## config.mk

```make
export PLATFORM = sky130hd
export DESIGN_NAME = macAccRepacker
export DESIGN_NICKNAME = d
export VERILOG_FILES = /design/src/rtl/macRepackPkg.sv /design/src/rtl/macRepackCtrl.sv /design/src/rtl/macRepackDp.sv /design/src/rtl/macAccRepacker.sv
export SDC_FILE = /design/constraint.sdc
export NUM_CORES = 1
export LEC_CHECK = 0
export ABC_AREA = 1
export BUFFER_PORTS_ARGS = -buffer_cell sky130_fd_sc_hd__buf_2
export CAP_MARGIN = 0
export CORE_ASPECT_RATIO = 0.5
export CORE_UTILIZATION = 40
export CTS_CLUSTER_SIZE = 10
export DETAILED_ROUTE_END_ITERATION = 16
export HOLD_SLACK_MARGIN = 0.02
export SETUP_SLACK_MARGIN = 0.15
export SLEW_MARGIN = 20
export SYNTH_ARGS = -nofsm -noshare
export SYNTH_HDL_FRONTEND = slang
export SYNTH_SLANG_ARGS = --single-unit
export TNS_END_PERCENT = 1
```

## constraint.sdc

```tcl
create_clock -name clk -period 3.8 [get_ports clk]
set_clock_uncertainty 0.05 [all_clocks]
set_input_delay 0.19 -clock clk [delete_from_list [all_inputs] [get_ports clk]]
set_output_delay 0.19 -clock clk [all_outputs]
set_load 0.02 [all_outputs]
```

## src/rtl/macRepackPkg.sv

```systemverilog
package macRepackPkg;

  // Strobes from the sequencer to the datapath.
  typedef struct packed {
    logic storeDirect;  // status write with no mode change
    logic captureNew;   // mode-changing write: hold new value
    logic stepEn;       // repack one accumulator this cycle
    logic commit;       // last step: publish the held status value
  } repackCtl_t;

endpackage

```

## src/rtl/macRepackCtrl.sv

```systemverilog
module macRepackCtrl
  import macRepackPkg::*;
#(
  parameter int NUM_ACC = 4,
  localparam int IDX_W = (NUM_ACC > 1) ? $clog2(NUM_ACC) : 1
) (
  input  logic             clk,
  input  logic             rstN,
  input  logic             csrWrEn,
  input  logic [1:0]       wrMode,   // {signed, fractional} of incoming write
  input  logic [1:0]       curMode,  // {signed, fractional} currently stored
  output repackCtl_t       ctl,
  output logic [IDX_W-1:0] stepIdx,
  output logic             busy,
  output logic             ready
);

  localparam logic [IDX_W-1:0] LAST_IDX = IDX_W'(NUM_ACC - 1);

  logic             busyQ;
  logic [IDX_W-1:0] cntQ;
  logic             accept;
  logic             modeDiff;

  assign accept   = csrWrEn && !busyQ;
  assign modeDiff = |(wrMode ^ curMode);

  always_comb begin
    ctl.storeDirect = accept && !modeDiff;
    ctl.captureNew  = accept && modeDiff;
    ctl.stepEn      = busyQ;
    ctl.commit      = busyQ && (cntQ == LAST_IDX);
  end

  always_ff @(posedge clk) begin
    if (!rstN) begin
      busyQ <= 1'b0;
      cntQ  <= '0;
    end else if (ctl.captureNew) begin
      busyQ <= 1'b1;
      cntQ  <= '0;
    end else if (busyQ) begin
      if (cntQ == LAST_IDX) begin
        busyQ <= 1'b0;
        cntQ  <= '0;
      end else begin
        cntQ <= cntQ + 1'b1;
      end
    end
  end

  assign stepIdx = cntQ;
  assign busy    = busyQ;
  assign ready   = !busyQ;

  // A repack only ever starts from a write request.
  assert_busy_origin_R4: assert property (@(posedge clk) disable iff (!rstN)
    $rose(busyQ) |-> $past(csrWrEn));

  // A write that keeps both mode bits never starts a repack.
  assert_plain_write_R3: assert property (@(posedge clk) disable iff (!rstN)
    ctl.storeDirect |=> !busyQ);

  // A request seen while busy does not restart the step count.
  assert_stall_R9: assert property (@(posedge clk) disable iff (!rstN)
    (busyQ && csrWrEn && cntQ != LAST_IDX) |=> (cntQ == $past(cntQ) + 1'b1));

endmodule

```

## src/rtl/macRepackDp.sv

```systemverilog
module macRepackDp
  import macRepackPkg::*;
#(
  parameter int NUM_ACC  = 4,
  parameter int CORE_W   = 32,
  parameter int EXT_W    = 8,
  parameter int CSR_W    = 16,
  parameter int FRAC_BIT = 5,
  parameter int SIGN_BIT = 6,
  localparam int ACC_W = CORE_W + 2 * EXT_W,
  localparam int IDX_W = (NUM_ACC > 1) ? $clog2(NUM_ACC) : 1
) (
  input  logic             clk,
  input  logic             rstN,
  input  repackCtl_t       ctl,
  input  logic [IDX_W-1:0] stepIdx,
  input  logic             busy,
  input  logic [CSR_W-1:0] csrWrData,
  input  logic             accLoadEn,
  input  logic [IDX_W-1:0] accLoadIdx,
  input  logic [ACC_W-1:0] accLoadData,
  input  logic [IDX_W-1:0] accRdIdx,
  output logic [ACC_W-1:0] accRdData,
  output logic [CSR_W-1:0] csrValue
);

  logic [CSR_W-1:0] csrQ;
  logic [CSR_W-1:0] pendQ;
  logic [ACC_W-1:0] accQ [NUM_ACC];
  logic [ACC_W-1:0] stepSrc;
  logic [ACC_W-1:0] stepRes;

  // Unpack with the old layout, pack with the new one.
  function automatic logic [ACC_W-1:0] repack(
    input logic [ACC_W-1:0] v,
    input logic             oldFrac,
    input logic             newFrac,
    input logic             newSign
  );
    logic [EXT_W-1:0]  hi;
    logic [EXT_W-1:0]  lo;
    logic [EXT_W-1:0]  top;
    logic [CORE_W-1:0] core;
    hi = v[ACC_W-1 -: EXT_W];
    if (oldFrac) begin
      core = v[EXT_W +: CORE_W];
      lo   = v[EXT_W-1:0];
    end else begin
      core = v[CORE_W-1:0];
      lo   = v[CORE_W +: EXT_W];
    end
    if (newFrac) begin
      return {hi, core, lo};
    end
    top = newSign ? (hi | {EXT_W{lo[EXT_W-1]}}) : hi;
    return {top, lo, core};
  endfunction

  assign stepSrc = accQ[stepIdx];
  assign stepRes = repack(stepSrc, csrQ[FRAC_BIT], pendQ[FRAC_BIT], pendQ[SIGN_BIT]);

  always_ff @(posedge clk) begin
    if (!rstN) begin
      csrQ  <= '0;
      pendQ <= '0;
    end else begin
      if (ctl.storeDirect) csrQ <= csrWrData;
      if (ctl.captureNew)  pendQ <= csrWrData;
      if (ctl.commit)      csrQ <= pendQ;
    end
  end

  for (genvar g = 0; g < NUM_ACC; g++) begin : gAcc
    always_ff @(posedge clk) begin
      if (!rstN) begin
        accQ[g] <= '0;
      end else if (ctl.stepEn && stepIdx == IDX_W'(g)) begin
        accQ[g] <= stepRes;
      end else if (accLoadEn && !busy && accLoadIdx == IDX_W'(g)) begin
        accQ[g] <= accLoadData;
      end
    end
  end

  assign accRdData = accQ[accRdIdx];
  assign csrValue  = csrQ;

  // The held value is what becomes visible after the last step.
  assert_commit_value_R4: assert property (@(posedge clk) disable iff (!rstN)
    ctl.commit |=> (csrQ == $past(pendQ)));

  // Steps only run while the held mode differs from the stored one.
  assert_step_mode_R5: assert property (@(posedge clk) disable iff (!rstN)
    ctl.stepEn |-> ((pendQ[FRAC_BIT] != csrQ[FRAC_BIT]) || (pendQ[SIGN_BIT] != csrQ[SIGN_BIT])));

  // The status register is frozen between capture and commit.
  assert_csr_frozen_R9: assert property (@(posedge clk) disable iff (!rstN)
    (busy && !ctl.commit) |=> $stable(csrQ));

endmodule

```

## src/rtl/macAccRepacker.sv

```systemverilog
module macAccRepacker
  import macRepackPkg::*;
#(
  parameter int NUM_ACC  = 4,
  parameter int CORE_W   = 32,
  parameter int EXT_W    = 8,
  parameter int CSR_W    = 16,
  parameter int FRAC_BIT = 5,
  parameter int SIGN_BIT = 6,
  localparam int ACC_W = CORE_W + 2 * EXT_W,
  localparam int IDX_W = (NUM_ACC > 1) ? $clog2(NUM_ACC) : 1
) (
  input  logic             clk,
  input  logic             rstN,
  input  logic             csrWrEn,
  input  logic [CSR_W-1:0] csrWrData,
  output logic             csrWrReady,
  output logic [CSR_W-1:0] csrValue,
  output logic             busy,
  input  logic             accLoadEn,
  input  logic [IDX_W-1:0] accLoadIdx,
  input  logic [ACC_W-1:0] accLoadData,
  input  logic [IDX_W-1:0] accRdIdx,
  output logic [ACC_W-1:0] accRdData
);

  repackCtl_t       ctl;
  logic [IDX_W-1:0] stepIdx;
  logic [1:0]       wrMode;
  logic [1:0]       curMode;

  assign wrMode  = {csrWrData[SIGN_BIT], csrWrData[FRAC_BIT]};
  assign curMode = {csrValue[SIGN_BIT], csrValue[FRAC_BIT]};

  macRepackCtrl #(.NUM_ACC(NUM_ACC)) uCtrl (
    .clk     (clk),
    .rstN    (rstN),
    .csrWrEn (csrWrEn),
    .wrMode  (wrMode),
    .curMode (curMode),
    .ctl     (ctl),
    .stepIdx (stepIdx),
    .busy    (busy),
    .ready   (csrWrReady)
  );

  macRepackDp #(
    .NUM_ACC(NUM_ACC), .CORE_W(CORE_W), .EXT_W(EXT_W),
    .CSR_W(CSR_W), .FRAC_BIT(FRAC_BIT), .SIGN_BIT(SIGN_BIT)
  ) uDp (
    .clk         (clk),
    .rstN        (rstN),
    .ctl         (ctl),
    .stepIdx     (stepIdx),
    .busy        (busy),
    .csrWrData   (csrWrData),
    .accLoadEn   (accLoadEn),
    .accLoadIdx  (accLoadIdx),
    .accLoadData (accLoadData),
    .accRdIdx    (accRdIdx),
    .accRdData   (accRdData),
    .csrValue    (csrValue)
  );

  // The end of a repack always publishes a different status value.
  assert_publish_R4: assert property (@(posedge clk) disable iff (!rstN)
    $fell(busy) |-> (csrValue != $past(csrValue)));

endmodule

```

## After elaboration in Yosys (flattened, before gate mapping)

Memories as Yosys holds them, arrays and structs flattened. A register that Yosys moved wholly into a read port is not among the register bits.
Index checks and enable logic that the tools add are counted.

- Memories kept: 1
- RAM bits: 192
- Output and inout port bits: 66
- Logic and storage cells: 93
- Flip-flop bits (word level): 35

Memory list:

| memory | words | width | rd ports | clocked after memory_dff | wr ports | line | source |
|---|---|---|---|---|---|---|---|
| uDp.accQ | 4 | 48 | 2 | 1 | 4 | macRepackDp.sv:29 | `logic [ACC_W-1:0] accQ [NUM_ACC];` |

- Eq/ne operators: 6
- Reductions and logical operators: 19
- Mux-type cells: 51
- Bitwise logic cells: 11
- $add $sub $neg: 1

Operator list:

| operator | count |
|---|---|
| $mux 48 | 10 |
| $mux 1 | 33 |
| $mux 16 | 2 |
| $mux 32 | 1 |
| $mux 8 | 2 |
| $logic_and 1x1->1 | 12 |
| $eq 2x2->1 const B | 4 |
| $or 1x1->1 | 8 |
| $or 8x8->8 | 1 |
| $mux 2 | 3 |
| $eq 2x1->1 const B | 2 |
| $logic_not 2->1 | 2 |
| $reduce_or 2->1 | 2 |
| $add 2x1->2 const B | 1 |
| $logic_not 1->1 | 2 |
| $reduce_bool 2->1 | 1 |
| $xor 2x2->2 | 1 |
| $not 1->1 | 1 |

## Depth between registers and ports, before layout

Gate-level depths: netlist of run 1.

- Depth after elaboration: 8
- Gate-level depth with buffers: 12

## Hierarchy

From an unflattened synthesis of run 1, not the netlist that was laid out.

- Cells, all modules: 1889
- Area, all modules: 13487.9 um^2

Modules (own cells, without submodules):

| module | times used | area each (um^2) | cells each | seq. area each (um^2) |
|---|---|---|---|---|
| macRepackDp | 1 | 13274.0 | 1856 | 6406.1 |
| macRepackCtrl | 1 | 214.0 | 33 | 60.1 |

## Worst setup path before layout of run 1

No wires, ideal clock.

- Kind: register -> register
- From: register uCtrl.busyQ (netlist: uCtrl.busy)
- To: memory uDp.accQ[2][0] (netlist name), enable pin
- Slack: 939 ps
- Clock period less this slack: 2861 ps
- Path buffers: 2
- Data arrival time: 2405 ps
- Stages on the path, launching flop included: 7
- Cells stage by stage: dfxtp_1 inv_2 nor2_1 buf_2 buf_2 nor2_1 nand2_1

RTL lines:

| item | line | source |
|---|---|---|
| from (decl) | macRepackCtrl.sv:20 | `logic busyQ;` |
| from (signal assigned) | macRepackCtrl.sv:37 | `busyQ <= 1'b0;` |
| from (signal assigned) | macRepackCtrl.sv:40 | `busyQ <= 1'b1;` |
| from (signal assigned) | macRepackCtrl.sv:44 | `busyQ <= 1'b0;` |
| to (decl) | macRepackDp.sv:29 |  |

## Worst setup path after layout of run 1

- From: register uCtrl.busyQ (netlist: uCtrl.busy)
- To: register uDp.pendQ[6]

- Word-level cells in the longest chain between the ends: 3

Ends and longest elaborated chain:

| item | line | source |
|---|---|---|
| $logic_not 1->1 | macRepackCtrl.sv:25 | `assign accept = csrWrEn && !busyQ;` |
| $logic_and 1x1->1 | macRepackCtrl.sv:25 |  |
| $logic_and 1x1->1 | macRepackCtrl.sv:30 | `ctl.captureNew = accept && modeDiff;` |
| to (signal assigned) | macRepackDp.sv:68 | `if (ctl.captureNew) pendQ <= csrWrData;` |
| to (decl) | macRepackDp.sv:28 | `logic [CSR_W-1:0] pendQ;` |

Every way passes these cells.
A chain may end at the register's enable or synchronous reset.

==> run summary, run 1 <==
Yosys cell types: 25
Adder-Cell Fraction of Synth Area: 0.3669%
All-Layer GR Usage: 27.07%
Worst Min Path Start: rstN
post-route setup slack: 1.332 ns
share of layout cells above drive strength 1: 10.71%
leakage: 7.178 nW
path type of the worst min-delay path: primary input to register
Cell Chain, Critical Path: inv_2 -> nand2_1 -> inv_2 -> nand2_1 -> o21ai_0 -> dlygate4sd3_1 -> a21oi_1
Critical Path Start Type: register
setup bufs post-CTS: 0
post-placement setup slack: 1.296 ns
Reg2Reg Depth: 7
PortBufs: 137
Worst-Margin Slew: 0.9124 ns
crit path max-delay cell type: nand2_1
Critical Path RT: 4.21 ns
Vias: 13740
status: completed
clock period minus final worst setup slack: 2.468 ns
critical path type: register to register
slew margin rel.: 39.02%
worst hold slack: 0.04019 ns
# rows: 47
Die X: 263.1 microns
Avg Cell Area, Syn: 7.220 sq um
Placed Instances: 2362
Clk Latency, worst-skew pair: 0.55 ns
Sink Count: 229
Synth Instances: 1889
initial DRC count: 1663
Crit Reg-Reg Endpoint: uDp.pendQ[6]
worst hold path cell count: 3
synthesized flop and latch total: 229
vias in the first global route: 12540
H-tree depth: 1
wire length per cell: 19.56 microns
GP Congestion: 0.8432
full die area: 34890 sq um
nature of the critical path endpoint: register
final non-filler cell total: 2468
Synthesis Warnings: 0
initial antenna violation count: 2
Final HPWL DP: 27270 microns
setup violators final: 0
Core Footprint: 33280 sq um
slowest stage delay, CP: 0.66 ns
Power Density: 419.1 nW/um^2
final core utilization: 48.18%
Setup TNS Final: 0 ns
Clock Pin Slew Worst Setup and Hold Paths: 0.06 ns
Clock Tree Buf Depth: 3
final hold vios: 0
Die Ht: 132.6 microns
net count reported at finish: 2093
post-synthesis simple-gate area fraction: 37.30%
cts repair resizes: 0
grt total ovfl: 0
DR DRC count: 0
mux cell area share after synthesis: 0%
delay-heaviest family, CP: buffers and inverters
data arrival time of the worst path: 2.88 ns
flop2flop setup slack: 1.33 ns
diode count: 0
buffer and inverter count on the worst path: 3
Synth Area in XOR/XNOR: 0.1284%
largest net degree at the start of global routing: 97
Max Freq: 405.1 MHz
worst hold path endpoint: uDp.pendQ[10]
worst r2r src: uCtrl.busy
Post-Syn Nets: 1965
Final Max Slew Viols: 0
WL final: 48270 microns
DRT Pass-1 Iters: 5
max cap viols: 0
VDD IR-drop max: 0.0003085 V
Starting Density: 40.98%
commonest non-fill, non-tap cell in the layout: nand2_1
largest family of logic cells by synthesized area: simple AND/OR/NAND/NOR gates
Post-DRT Antenna Nets: 0
Area Growth Syn to Fin: 17.58%
CTS tree: yes
CTS Buf Count: 26
vias per cell: 5.568
CTS Root Buffer Type: clkbuf_16
crit share post-route: 64.96%
most frequent cells in the layout: nand2_1 (864), nand3_1 (256), edfxtp_1 (192), o21ai_0 (140), buf_2 (137)
first-pass GRT wire length: 72770 microns
unrepaired setup endpoints after global routing: no
Synth Area in Compound Gates: 9.284%
CP Max Fanout: 33
Cell Area, Synth: 13640 sq um
sequential fraction of the synthesis area: 47.70%
# IOs: 138
-- kinds of logic (layout without fill, tap and decap cells) --
kind of cell    Yosys count  after routing
simple gates           1259           1259
compound gates          235            235
flops                   229            229
buf+inv                 160            298
fa+ha+maj                 4              4
xor+xnor                  2              2
-- how the worst max path moves through the flow --
stage,startpoint,endpoint,cells past startpoint,slack [ns]
CTS,uCtrl.busy,uDp.pendQ[8],7,1.38
global route,uCtrl.busy,uDp.pendQ[6],7,1.09
detailed placement,rstN,uDp.accQ[0][34],6,1.30
floorplan,uCtrl.busy,uDp.accQ[2][0],6,0.94
finish,uCtrl.busy,uDp.pendQ[6],7,1.33
global placement,rstN,uDp.accQ[0][25],6,1.34
-- layer usage --
layer  global-route usage (%)  part of all wire (%)
met1                    37.78                    42
met2                    43.06                    45
met3                    5.490                    11
met4                    6.628                   2.1
met5                        0                 0.027
-- final cells by class --
class / instances / area, sq um
Multi-Input combinational cell: 1500 / 6490
Fill cell: 3368 / 17250
Sequential cell: 229 / 6513
Tap cell: 441 / 551.8
Timing Repair Buffer: 233 / 1664
Inverter: 27 / 101.3
Clock buffer: 38 / 716.9
-- synth_stat cells --
cell type | count | area (sq um)
inv_1 | 21 | 78.83
o22ai_1 | 48 | 300.3
nor3_1 | 2 | 10.01
clkinv_1 | 1 | 3.750
xnor2_1 | 2 | 17.52
nand2_1 | 868 | 3258
o21ai_0 | 140 | 700.7
buf_6 | 3 | 33.78
nand2_2 | 2 | 12.51
nor2_1 | 126 | 473.0
nor4_2 | 1 | 12.51
inv_2 | 5 | 18.77
clkbuf_1 | 56 | 210.2
buf_2 | 47 | 235.2
o22a_1 | 8 | 70.07
ha_1 | 4 | 50.05
nand3_1 | 256 | 1281
nor3_2 | 2 | 20.02
buf_1 | 19 | 71.32
dfxtp_1 | 37 | 740.7
nand3_2 | 2 | 20.02
a21oi_1 | 34 | 170.2
edfxtp_1 | 192 | 5766
o21ai_1 | 5 | 25.02
buf_4 | 8 | 60.06
-- power breakdown --
| group | leakage, nW | internal [mW] | switching [mW] |
|---|---|---|---|
| Clock | 0.346 | 1.28 | 1.01 |
| Combinational | 4.52 | 0.400 | 1.02 |
| Sequential | 2.31 | 2.92 | 0.0907 |
-- sequential cells by signal, indices dropped and copies added (netlist names), named ones only --
name           flops
uDp.accQ         192
uCtrl.busy         1
uDp.pendQ         16
uCtrl.stepIdx      2
uDp.csrValue      16
-- stage by stage --
| stage | power [mW] | cell area, sq um |
|---|---|---|
| global route | 6.954 | 16040 |
| CTS | 6.712 | 16040 |
| detailed placement | 4.398 | 14640 |
| finish | 6.721 | 16040 |
| floorplan | 3.899 | 13640 |
| global placement | 4.390 | 14640 |
-- tightest hold or removal path, stage by stage --
cell	delay, ns
buf_2	0.22
o21ai_0	0.12
a21oi_1	0.04
-- timing repair --
item,CTS,global route
hold buffers,68,0
hold endpoints to repair,224,0
setup endpoints to repair,0,0
Note: power is estimated with default switching activity, not from simulation.
==> run 2, diff against run 1 <==
- clock period: 3.8 -> 2.52 ns (I/O delays scaled with it)
==> run 2 against run 1 <==
  * Largest power group unchanged
  * Highest routed layer is now met4
  * Routed wire length increased by 1.1%
  * Critical path type unchanged
  * Utilization increased by 0.61 points
  * Count of clock-buffer cells in the layout decreased by 1
==> run summary, run 2 (same netlist as run 1, synthesis figures left out) <==
Die Ht: 132.6 microns (unchanged)
Post-DP Area: 14860 sq um (was 14640 sq um)
Critical Path RT: 2.88 ns (was 4.21 ns)
Crit Reg-Reg Endpoint: uDp.accQ[0][39] (was uDp.pendQ[6])
Clk Latency, worst-skew pair: 0.56 ns (was 0.55 ns)
setup violators final: 0 (unchanged)
leakage: 7.300 nW (was 7.178 nW)
Starting Density: 40.98% (unchanged)
worst hold path cell count: 5 (was 3)
Worst-Margin Slew: 0.8217 ns (was 0.9124 ns)
net count reported at finish: 2111 (was 2093)
delay-heaviest family, CP: simple AND/OR/NAND/NOR gates (was buffers and inverters)
DRT Pass-1 Iters: 5 (unchanged)
slew margin rel.: 45.22% (was 39.02%)
Most flops, register: uDp.accQ (unchanged)
nature of the critical path endpoint: register (unchanged)
vias per cell: 5.606 (was 5.568)
CP Max Fanout: 29 (was 33)
Max Freq: 444.8 MHz (was 405.1 MHz)
diode count: 0 (unchanged)
DR DRC count: 0 (unchanged)
Cell Chain, Critical Path: inv_2 -> buf_4 -> nand2_1 -> nand3_1 -> nand2_1 -> nand2_1 -> nand2_1 -> o21ai_1 -> nand2_1 -> nand2_1 (was inv_2 -> nand2_1 -> inv_2 -> nand2_1 -> o21ai_0 -> dlygate4sd3_1 -> a21oi_1)
post-route setup slack: 0.2720 ns (was 1.332 ns)
Power Density: 626.8 nW/um^2 (was 419.1 nW/um^2)
Final HPWL DP: 29470 microns (was 27270 microns)
# IOs: 138 (unchanged)
data arrival time of the worst path: 2.61 ns (was 2.88 ns)
grt total ovfl: 0 (unchanged)
Sink Count: 229 (unchanged)
Reg2Reg Depth: 10 (was 7)
Clock Tree Buf Depth: 3 (unchanged)
fill count: 3284 (was 3368)
most frequent CP cell: nand2_1
post-placement setup slack: 0.3821 ns (was 1.296 ns)
CTS Root Buffer Type: clkbuf_16 (unchanged)
slowest stage delay, CP: 0.44 ns (was 0.66 ns)
All-Layer GR Usage: 27.35% (was 27.07%)
# rows: 47 (unchanged)
buffer and inverter count on the worst path: 2 (was 3)
wire length per cell: 19.63 microns (was 19.56 microns)
Final Cell Area: 16240 sq um (was 16040 sq um)
initial antenna violation count: 0 (was 2)
unrepaired setup endpoints after global routing: yes (was no)
Critical Path Start Type: register (unchanged)
Setup TNS Final: 0 ns (unchanged)
path type of the worst min-delay path: primary input to register (unchanged)
full die area: 34890 sq um (unchanged)
max reg flops: 192 (unchanged)
Final Max Slew Viols: 0 (unchanged)
clock period minus final worst setup slack: 2.248 ns (was 2.468 ns)
flop2flop setup slack: 0.27 ns (was 1.33 ns)
crit path max-delay cell type: o21ai_1 (was nand2_1)
most frequent cells in the layout: nand2_1 (863), nand3_1 (256), edfxtp_1 (192), o21ai_0 (140), buf_2 (137) (was nand2_1 (864), nand3_1 (256), edfxtp_1 (192), o21ai_0 (140), buf_2 (137))
CTS tree: yes (unchanged)
Area Growth Syn to Fin: 19.07% (was 17.58%)
final hold vios: 0 (unchanged)
Vias: 13930 (was 13740)
Die X: 263.1 microns (unchanged)
initial DRC count: 1382 (was 1663)
GP Congestion: 0.8700 (was 0.8432)
critical path type: register to register (unchanged)
Reg area: 6513 sq um (unchanged)
largest net degree at the start of global routing: 57 (was 97)
vias in the first global route: 12820 (was 12540)
share of layout cells above drive strength 1: 11.64% (was 10.71%)
max cap viols: 0 (unchanged)
first-pass GRT wire length: 74020 microns (was 72770 microns)
Post-DRT Antenna Nets: 0 (unchanged)
CTS Buf Count: 26 (unchanged)
VDD IR-drop max: 0.0004703 V (was 0.0003085 V)
Core Footprint: 33280 sq um (unchanged)
PortBufs: 137 (unchanged)
H-tree depth: 1 (unchanged)
commonest non-fill, non-tap cell in the layout: nand2_1 (unchanged)
WL final: 48780 microns (was 48270 microns)
worst hold path endpoint: uDp.pendQ[15] (was uDp.pendQ[10])
Clock Pin Slew Worst Setup and Hold Paths: 0.06 ns (about the same)
Worst Min Path Start: csrWrEn (was rstN)
status: completed (unchanged)
multi-input logic area: 6492 sq um (was 6490 sq um)
crit share post-route: 89.20% (was 64.96%)
==> run 2: changes by cell type in the layout (fill, tap and decap cells not counted) <==
cell / change
buf_12: +6
buf_4: +14
clkbuf_1: -1
dlygate4sd3_1: -2
nand2_1: -1
nand2_2: +1
==> run 2: area by class of cell <==
class	instances	area share (%)
tap	441	3.398
timing repair buffer	251	11.51
inverter	27	0.6240
clock buffer	37	4.391
multi-input combinational	1500	39.98
sequential	229	40.10
==> run 2: routing by layer <==
metal / part of all wire, % / GRT usage [%]
met3: 9.8 / 4.150
met1: 42 / 38.30
met5: 0 / 0
met4: 2.6 / 8.480
met2: 45 / 43.68
==> run 2: what timing repair did <==
action,in CTS,in global routing
resized for setup,0,1
hold endpoints to repair,224,0
setup buffers,0,0
hold buffers,66,0
setup endpoints to repair,0,3
==> run 2: power breakdown <==
| part | total, mW | leakage (nW) | internal (mW) | switching (mW) |
|---|---|---|---|---|
| combinational | 2.19 | 4.64 | 0.641 | 1.55 |
| sequential | 4.54 | 2.31 | 4.40 | 0.142 |
| clock | 3.45 | 0.345 | 1.93 | 1.52 |
==> run 2: worst reg2reg max path: stages (launching register included) <==
cell and delay (ns):
dfxtp_4 0.43, inv_2 0.11, buf_4 0.34, nand2_1 0.10, nand3_1 0.10, nand2_1 0.10
nand2_1 0.13, nand2_1 0.13, o21ai_1 0.44, nand2_1 0.11, nand2_1 0.08
==> run 2: how the worst max path moves through the flow <==
| stage | cells after the start | startpoint | slack, ns | endpoint |
|---|---|---|---|---|
| final | 10 | register | 0.27 | uDp.accQ[0][39] |
| after detailed placement | 10 | register | 0.38 | uDp.accQ[3][39] |
| after CTS | 8 | uCtrl.busy | 0.20 | uDp.pendQ[6] |
| after floorplan | 6 | uCtrl.busy | -0.15 | uDp.accQ[1][0] |
| after global routing | 10 | register | 0.13 | uDp.accQ[3][39] |
| after global placement | 10 | register | 0.39 | uDp.accQ[3][39] |
==> run 2: metrics by stage <==
stage / util, % / std cells / power, mW / hold slack, ns
floorplan: - / 1889 / 5.878 / 0.2618
global placement: 44.66 / 2382 / 6.673 / 0.3804
detailed placement: 44.66 / 2382 / 6.682 / 0.3786
CTS: 48.79 / 2485 / 10.17 / 0.2796
global route: 48.79 / 2485 / 10.58 / 0.1901
finish: 48.79 / 2485 / 10.18 / 0.1324
==> run 3, diff against run 2 <==
--- a/config.mk
+++ b/config.mk
@@ -15,2 +15,3 @@
 export HOLD_SLACK_MARGIN = 0.02
+export MAX_ROUTING_LAYER = met4
 export SETUP_SLACK_MARGIN = 0.15
==> constraint.sdc (replaced) <==
create_clock -name clk -period 2.52 [get_ports clk]
set_clock_uncertainty 0.05 [all_clocks]
set_input_delay 0.756 -clock clk [delete_from_list [all_inputs] [get_ports clk]]
set_output_delay 0.756 -clock clk [all_outputs]
set_load 0.02 [all_outputs]
==> run 3 against run 2 <==
  * The run now ends with setup timing left
  * Register-to-register slack better by 0.09 ns
  * Final cell count down 0.56%
  * Routed wire length up 5.7%
  * Total power up 3.7%
  * Utilization up 2.5 points
  * Highest routed layer unchanged
==> run summary, run 3 (same netlist as run 1, synthesis figures left out) <==
Post-DP Area: 15370 sq um (was 14860 sq um)
Reg power frac: 43.2% (was 44.6%)
vias per cell: 5.671 (was 5.606)
switching share of power: 32.03% (was 31.55%)
share of layout cells above drive strength 1: 17.30% (was 11.64%)
unrepaired setup endpoints after global routing: yes (unchanged)
Reg area: 6513 sq um (unchanged)
internal power: 7.172 mW (was 6.967 mW)
Worst-Margin Slew: 0.5381 ns (was 0.8217 ns)
cts hold-fix bufs: 0 (was 66)
data arrival time of the worst path: 1.76 ns (was 2.61 ns)
clock period minus final worst setup slack: 2.562 ns (was 2.248 ns)
Reg2Reg Depth: 10 (unchanged)
full die area: 34890 sq um (unchanged)
final core utilization: 51.24% (was 48.79%)
Final Cell Area: 17060 sq um (was 16240 sq um)
fill count: 3174 (was 3284)
CTS tree: yes (unchanged)
GP Congestion: 0.8729 (was 0.8700)
most frequent cells in the layout: nand2_1 (864), nand3_1 (256), edfxtp_1 (192), nor2_1 (120), o21ai_0 (94) (was nand2_1 (863), nand3_1 (256), edfxtp_1 (192), o21ai_0 (140), buf_2 (137))
Vias: 14010 (was 13930)
Max Freq: 390.4 MHz (was 444.8 MHz)
PortBufs: 137 (unchanged)
status: finished with violations (was completed)
Post-DRT Antenna Nets: 0 (unchanged)
Crit Reg-Reg Endpoint: uDp.accQ[1][43] (was uDp.accQ[0][39])
worst hold path cell count: 2 (was 5)
commonest non-fill, non-tap cell in the layout: nand2_1 (unchanged)
max reg flops: 192 (unchanged)
flop2flop setup slack: 0.36 ns (was 0.27 ns)
first-pass GRT wire length: 77710 microns (was 74020 microns)
Clk Latency, worst-skew pair: 0.55 ns (was 0.56 ns)
Final Max Slew Viols: 0 (unchanged)
DR DRC count: 0 (unchanged)
Area Growth Syn to Fin: 25.05% (was 19.07%)
Sink Count: 229 (unchanged)
initial DRC count: 1810 (was 1382)
DRT Pass-1 Iters: 6 (was 5)
Critical Path Start Type: primary input (was register)
multi-input logic area: 6837 sq um (was 6492 sq um)
wire length per cell: 20.87 microns (was 19.63 microns)
H-tree depth: 1 (unchanged)
Die Ht: 132.6 microns (unchanged)
Die X: 263.1 microns (unchanged)
slew margin rel.: 64.13% (was 45.22%)
Most flops, register: uDp.accQ (unchanged)
Clock Pin Slew Worst Setup and Hold Paths: 0.05 ns (was 0.06 ns)
combinational share of power: 23.2% (was 21.5%)
Worst setup startpoint: accRdIdx[0]
clock share of power: 33.6% (was 33.9%)
Clock Tree Buf Depth: 3 (unchanged)
leakage: 7.614 nW (was 7.300 nW)
Critical Path RT: 1.71 ns (was 2.88 ns)
max cap viols: 0 (unchanged)
# rows: 47 (unchanged)
Core Footprint: 33280 sq um (unchanged)
final hold vios: 0 (unchanged)
path type of the worst min-delay path: register to register (was primary input to register)
post-route setup slack: -0.04164 ns (was 0.2720 ns)
CP Max Fanout: 14 (was 29)
crit share post-route: 101.7% (was 89.20%)
vias in the first global route: 13270 (was 12820)
Worst Setup EP: accRdData[19] (was uDp.accQ[0][39])
net count reported at finish: 2090 (was 2111)
violated checks: setup timing
VDD IR-drop max: 0.0005115 V (was 0.0004703 V)
All-Layer GR Usage: 29.83% (was 27.35%)
post-placement setup slack: -0.1300 ns (was 0.3821 ns)
Starting Density: 40.98% (unchanged)
setup violators final: 9 (was 0)
WL final: 51570 microns (was 48780 microns)
critical path type: primary input to output pin (was register to register)
Final HPWL DP: 30960 microns (was 29470 microns)
CTS Buf Count: 27 (was 26)
initial antenna violation count: 6 (was 0)
worst hold slack: 0.3940 ns (was 0.1324 ns)
grt total ovfl: 0 (unchanged)
nature of the critical path endpoint: output pin (was register)
Sw Pwr: 3.379 mW (was 3.212 mW)
Power Density: 618.6 nW/um^2 (was 626.8 nW/um^2)
# IOs: 138 (unchanged)
CTS Root Buffer Type: clkbuf_16 (unchanged)
largest net degree at the start of global routing: 55 (was 57)
[run 3: per-layer routing]
layer,track usage (%),share of wire (%),routed length [microns]
met4,6.920,2.3,1188
met2,46.80,46,23540
met3,5.918,11,5716
met5,-,0,0
met1,39.78,41,21120
[run 3: final cells by class]
cell class	count	share of cell area, %
Inverter	27	0.7116
Clock inverter	1	0.05135
Multi-Input combinational cell	1500	40.08
Timing Repair Buffer	229	13.39
Clock buffer	37	4.240
Sequential cell	229	38.18
Tap cell	441	3.235
Antenna cell	7	0.1027
[run 3: through the flow]
stage / power [mW] / cells / setup TNS [ns]
after floorplan: 5.877 / 1889 / -7.102
final: 10.55 / 2471 / -0.1097
after detailed placement: 6.761 / 2414 / -3.366
after global routing: 10.92 / 2470 / -0.3788
after CTS: 10.43 / 2463 / -0.02720
after global placement: 6.748 / 2414 / -3.085
[run 3: power groups by stage]
stage          Clock (mW)  Combinational, mW  Sequential (mW)
2_1_floorplan           0               1.29             4.59
3_3_place_gp            0               2.13             4.62
3_5_place_dp            0               2.15             4.62
4_1_cts              3.54               2.35             4.55
6_report             3.54               2.45             4.56
5_1_grt              3.70               2.64             4.58
[run 3: repair_timing]
action                     4_1_cts  5_1_grt
pin swaps                       36       42
setup endpoints to repair       48       48
gates resized for setup        164       61
cloned                           7        1
setup buffers                    4        0
[run 3: worst min path at each step]
| stage | from | to | slack, ns |
|---|---|---|---|
| detailed placement | uDp.pendQ[10] | uDp.pendQ[10] | 0.39 |
| CTS | uDp.pendQ[10] | uDp.pendQ[10] | 0.40 |
| global placement | uDp.pendQ[11] | uDp.pendQ[11] | 0.38 |
| floorplan | uDp.pendQ[0] | uDp.pendQ[0] | 0.37 |
| global route | uDp.pendQ[12] | uDp.pendQ[12] | 0.41 |
| finish | uDp.pendQ[10] | uDp.pendQ[10] | 0.39 |
[run 3: critical path, stage by stage]
cell	delay, ns
buf_12	0.14
inv_16	0.09
buf_12	0.16
clkbuf_16	0.17
nor2_1	0.06
o22ai_2	0.21
buf_6	0.15
